===== config.mk =====
export PLATFORM = sky130hd
export DESIGN_NAME = mem_region_filter
export DESIGN_NICKNAME = d
export VERILOG_FILES = /design/src/rtl/mem_region_filter.sv
export SDC_FILE = /design/constraint.sdc
export NUM_CORES = 1
export LEC_CHECK = 0
export CORE_ASPECT_RATIO = 0.75
export CORE_MARGIN = 3
export CORE_UTILIZATION = 40
export DETAILED_ROUTE_END_ITERATION = 7
export DONT_BUFFER_PORTS = 1
export GPL_TIMING_DRIVEN = 0
export PLACE_DENSITY = 0.55
export SETUP_SLACK_MARGIN = 0.2
export SYNTH_ARGS = -nofsm -noshare
export SYNTH_HDL_FRONTEND = slang
export SYNTH_SLANG_ARGS = --single-unit

===== constraint.sdc =====
create_clock -name clk -period 3.3 [get_ports clk]
set_clock_uncertainty 0.2 [all_clocks]
set_input_delay 0.165 -clock clk [delete_from_list [all_inputs] [get_ports clk]]
set_output_delay 0.165 -clock clk [all_outputs]
set_load 0.01 [all_outputs]

===== src/rtl/mem_region_filter.sv =====
module mem_region_filter #(
  parameter int ADDR_W   = 32,
  parameter int NREG     = 8,
  parameter int MB_SHIFT = 20,
  parameter int SEL_W    = 5
) (
  input  logic              clk,
  input  logic              rst_n,
  input  logic              cfg_we,
  input  logic [SEL_W-1:0]  cfg_sel,
  input  logic [31:0]       cfg_wdata,
  output logic [31:0]       cfg_rdata,
  input  logic              acc_valid,
  input  logic [ADDR_W-1:0] acc_addr,
  input  logic              acc_secure,
  output logic              chk_valid,
  output logic              chk_permit
);
  localparam int DATA_W = 16;
  localparam int WORDS  = 2*NREG + 1;
  localparam int MB_W   = ADDR_W - MB_SHIFT;
  localparam logic [SEL_W-1:0] CTL_IDX = SEL_W'(2*NREG);

  logic [DATA_W-1:0] cfg_q [WORDS];
  logic [DATA_W-1:0] wmask, wdat, mb;
  logic [NREG-1:0]   hit;
  logic              sel_ok, bypass, outside_sec, secure_hit, deny;

  assign sel_ok = cfg_sel <= CTL_IDX;
  assign wmask  = cfg_wdata[31:16];
  assign wdat   = cfg_wdata[15:0];

  always_ff @(posedge clk) begin
    if (!rst_n) begin
      for (int i = 0; i < WORDS; i++) cfg_q[i] <= '0;
    end else if (cfg_we && sel_ok) begin
      cfg_q[cfg_sel] <= (cfg_q[cfg_sel] & ~wmask) | (wdat & wmask);
    end
  end

  assign cfg_rdata = sel_ok ? {16'h0, cfg_q[cfg_sel]} : 32'h0;

  assign mb = DATA_W'(acc_addr[ADDR_W-1:MB_SHIFT]);

  for (genvar g = 0; g < NREG; g++) begin : g_win
    assign hit[g] = (mb >= cfg_q[g]) && (mb <= cfg_q[g+NREG]);
  end

  assign bypass      = cfg_q[2*NREG][NREG+1];
  assign outside_sec = cfg_q[2*NREG][NREG];
  assign secure_hit  = |(hit & cfg_q[2*NREG][NREG-1:0]);
  assign deny        = !bypass && !acc_secure &&
                       (secure_hit || (!(|hit) && outside_sec));

  always_ff @(posedge clk) begin
    if (!rst_n) begin
      chk_valid  <= 1'b0;
      chk_permit <= 1'b1;
    end else begin
      chk_valid <= acc_valid;
      if (acc_valid) chk_permit <= !deny;
    end
  end
endmodule



# ---- Yosys cells after proc, flatten, opt, wreduce, memory -nomap -nowiden
# Memory sizes are Yosys's and may differ from the RTL's.
# Cells that the tools add are included.
dict set report totals {
  output_inout_bits 34
  reg_bits 2
  input_bits 74
  memories 1
  mem_bits_rw 272
}
dict set report classes {
  muxes 8
  magnitude_cmp 17
  n_bitwise 5
  reduce_logical 20
}
# name depth width read_ports rd_clocked_by_memory_dff write_ports line
set mem_list {}
lappend mem_list {cfg_q 17 16 18 0 17 24} ;# logic [DATA_W-1:0] cfg_q [WORDS];
# operator count
set op_table {}
lappend op_table {{>= comparator 12 x 16 -> 1 bit} 8}
lappend op_table {{<= comparator 12 x 16 -> 1 bit} 8}
lappend op_table {{AND 16 bit} 2}
lappend op_table {{two-way mux 16 bit} 2}
lappend op_table {{NOT 16 bit} 1}
lappend op_table {{OR 16 bit} 1}
lappend op_table {{OR reduction 16 bit} 1}
lappend op_table {{OR reduction 8 bit} 2}
lappend op_table {{logical AND 1 bit} 12}
lappend op_table {{AND 8 bit} 1}
lappend op_table {{<= comparator 5 bit, second input constant} 1}
lappend op_table {{two-way mux 1 bit} 5}
lappend op_table {{two-way mux 5 bit} 1}
lappend op_table {{logical NOT 1 bit} 4}
lappend op_table {{logical OR 1 bit} 1}

# ---- Depth between registers and ports, before layout
# An unclocked memory read counts as a cell.
dict set report logic_depth {
  depth_word 9
  mapped_depth 11
  ltp_nobuf 11
}

# ---- Least setup slack after synthesis
# No wires, ideal clock.
dict set report synth_timing {
  path_kind {input port to flip-flop}
  start {input cfg_sel[0]}
  end {memory cfg_q[8][0], enable pin}
  path_buffers 4
  path_stages 8
  slack_ns 0.525
  required_ns 2.728
  arrival_ns 2.203
  cell_sequence {buf_6 -> buf_12 -> buf_6 -> o41a_4 -> nor4_4 -> nand2_2 -> buf_6 -> nand2_1}
}
# element line
set synth_rtl {}
lappend synth_rtl {{start, declared} 10} ;# input logic [SEL_W-1:0] cfg_sel,
lappend synth_rtl {{end, declared} 24}

==> run summary <==
First-pass GRT wire length -> 123 mm
Nets@finish -> 2,510
Antenna viol nets, final -> 0
Clock slew at reported path FFs -> 60 ps
Core area -> 0.0644 mm²
Fin crit period -> 3240 ps
Rel. slew slack -> 25.2%
Achievable Freq -> 309 MHz
Port Buf Inserts -> 0
Post-route setup slack -> 60.6 ps
RSZ-0062 raised after global routing -> true
Adder-Cell Fraction of Synth Area -> 9.14%
XOR/XNOR Fraction of Synth Area -> 0%
Multi-input logic area -> 0.0106 mm²
Comb pwr share -> 14.0%
Critical Path Start Type -> flop
Clock share of power -> 36.3%
Largest net degree at the start of global routing -> 17
Mean Syn Cell Area -> 14.0 µm²
Async SR Flop Fraction -> 0%
Final worst path period share -> 98.2%
Sequential Area -> 0.0154 mm²
Number of flops mapped to enable cells by yosys -> 512
Hold Worst Slack -> 90.8 ps
HPWL Detailed -> 63.9 mm
Net Switching -> 0.00421 W
DIE AREA -> 0.0689 mm²
WL final -> 88.4 mm
Mux cell area share after synthesis -> 12.4%
Worst hold-check path type -> input port to flop
Final Max Slew Viols -> 0
CTS buffer count -> 51
Synth Area in Simple Gates -> 8.38%
Clk sinks -> 514
Wire per inst -> 28.1 µm
Register area share after synthesis -> 58.6%
Cell Area, Synth -> 0.0263 mm²
Int Pwr -> 0.0116 W
Largest family of logic cells by synthesized area -> multiplexers
Final hold violation count -> 0
DRT Pass-1 Iters -> 5
Initial antenna violation count -> 1
YS warnings -> 0
Critical path class -> flop to flop
Die Wd -> 302 µm
Peak VDD IR -> 0.358 mV
Power Density -> 516 mW/mm²
Cell variety after synth -> 64
Crit path max fanout -> 15
Starting density of the core -> 40.8%
Vias in the first global route -> 17,027
Seq pwr share -> 49.7%
Finished Cell Area -> 0.0307 mm²
Seq cells post-synth -> 514
Worst-Margin Slew -> 1120 ps
All-Layer GR Usage -> 25.5%
Via count -> 17,774
Io pins -> 108
Die extent in y -> 228 µm
Placer Congestion -> 0.980
Clk_lat worst skew -> 610 ps
Setup slack at placement -> -1500 ps
Final setup violation count -> 0
Vias per cell -> 5.64
Compound-cell area share of the yosys netlist -> 6.11%
Share of cells above drive strength 1 -> 15.6%
Crit. End Element -> flop
Drt drc -> 0
Max Cap Violations -> 0
Most used DFF post-synth -> edfxtp_1
Sw frac -> 26.6%
Max Root-Sink Buffers -> 3
Placed Area -> 0.0283 mm²
Drt initial violations -> 2,316
Root buf cell -> clkbuf_16
Filler Cell Count -> 5,722
H-tree depth -> 2
Critical path arrival -> 3320 ps
Rows -> 80
Run status -> finished, final reports clean
Remaining global-route overflow -> 0
LEAKAGE -> 12.0 nW
Worst EP required -> 3380 ps
CTS tree -> done
Gate Count Post-Synth -> 1,874
Area growth from synthesis to layout -> 16.8%
Yosys cell counts (4+ instances only):
cell type / count / area (µm²)
a211oi_1: 7 / 52.6
a21o_1: 10 / 75.1
a21oi_1: 74 / 370
a221oi_1: 4 / 35.0
a22oi_1: 47 / 353
a32oi_1: 15 / 131
and3_1: 5 / 31.3
buf_2: 4 / 20.0
buf_4: 37 / 278
buf_6: 15 / 169
clkbuf_1: 45 / 169
edfxtp_1: 512 / 15400
ha_1: 192 / 2400
inv_1: 193 / 724
mux2i_4: 16 / 360
mux4_1: 7 / 184
mux4_2: 121 / 2730
nand2_1: 64 / 240
nand2_2: 4 / 25.0
nand3_1: 9 / 45.0
nand4_1: 45 / 282
nor2_1: 290 / 1090
nor2b_1: 29 / 181
nor3_1: 7 / 35.0
nor4_1: 13 / 81.3
o211ai_1: 12 / 90.1
o21ai_0: 27 / 135
o311a_1: 4 / 40.0
o31a_1: 7 / 61.3
or4_1: 4 / 30.0
power by group through the flow:
stage               combinational [W]  sequential [W]  clock, W
floorplan                     0.00124         0.00791         0
global placement              0.00195         0.00798         0
detailed placement            0.00200         0.00801         0
CTS                           0.00214         0.00787   0.00582
global route                  0.00234         0.00790   0.00607
finish                        0.00221         0.00787   0.00576
cells in the final DEF, fill, tap and decap left out, types with 8 or more instances in the layout:
| master | instances |
|---|---|
| edfxtp_1 | 512 |
| nor2_1 | 289 |
| conb_1 | 256 |
| ha_1 | 192 |
| inv_1 | 189 |
| mux4_2 | 121 |
| a21oi_1 | 73 |
| nand2_1 | 56 |
| buf_4 | 55 |
| clkbuf_16 | 51 |
| nand4_1 | 45 |
| a22oi_1 | 37 |
| clkbuf_1 | 36 |
| dlygate4sd3_1 | 35 |
| nor2b_1 | 29 |
| o21ai_0 | 27 |
| buf_6 | 18 |
| mux2i_4 | 16 |
| a32oi_1 | 14 |
| clkinv_2 | 14 |
| clkbuf_2 | 13 |
| nor4_1 | 13 |
| clkinv_1 | 13 |
| nand2_2 | 12 |
| o211ai_1 | 12 |
| a22oi_2 | 10 |
| a21o_1 | 10 |
| nand3_1 | 9 |
| clkinvlp_4 | 8 |
repair_timing:
action / in CTS / in global routing
setup buffers: 21 / 2
gates cloned: 0 / 3
resized for setup: 34 / 31
pin swaps: 4 / 2
hold buffers: 35 / 0
hold endpoints to repair: 294 / 0
setup endpoints to repair: 611 / 240
cell families (layout without fill, tap and decap cells):
group                    count (synthesis)  after routing
AND/OR/NAND/NOR                        488            488
buffers and inverters                  298            456
AO/OA/AOI/OAI                          237            237
multiplexers                           144            144
other                                    1            259
flip-flops                             514            514
adder cells (fa/ha/maj)                192            192
worst max-delay path, cell delays in order (launching register included):
cell and delay, ps:
edfxtp_1 400, mux4_2 510, a22oi_1 530, nand4_1 420
mux2i_4 320, buf_4 290, inv_1 240
final timing paths:
| path | cells after the start | endpoint | slack [ps] | from |
|---|---|---|---|---|
| worst max-delay path | 6 | cfg_q[30][15] | 60 | cfg_q[11][15] |
| worst min-delay path | 2 | chk_valid | 90 | acc_valid |
| worst max register to register | 6 | cfg_q[30][15] | 60 | cfg_q[11][15] |
| worst min register to register | 2 | chk_permit | 390 | chk_permit |
per-stage QoR:
stage	utilization, %	power, W	cells	TNS [ps]
global placement	44.0	0.00993	2990	-560350
floorplan	-	0.00915	2129	0
global route	47.7	0.0163	3148	0
finish	47.7	0.0158	3151	0
CTS	47.5	0.0158	3143	0
detailed placement	44.0	0.0100	2991	-596510
per-layer routing:
layer	track usage (%)	up-vias	routed length [µm]
li1	-	7589	-
met1	38.4	9105	38300
met2	36.6	934	37500
met3	5.97	146	9930
met4	7.49	0	2730
met5	0	-	0
layout make-up:
| class | instances | area share [%] |
|---|---|---|
| Antenna cell | 3 | 0.0245 |
| Inverter | 196 | 2.45 |
| Timing Repair inverter | 3 | 0.0652 |
| Multi-Input combinational cell | 1317 | 34.5 |
| Buffer | 102 | 2.25 |
| Sequential cell | 514 | 50.2 |
| Clock inverter | 37 | 0.942 |
| Tap cell | 861 | 3.51 |
| Timing Repair Buffer | 59 | 1.80 |
| Clock buffer | 59 | 4.26 |
state kept, by name, summed over array words and instances (netlist names):
signal,flops
chk_valid,1
cfg_q,512
chk_permit,1
No activity file was read; power rests on OpenSTA's default activity.
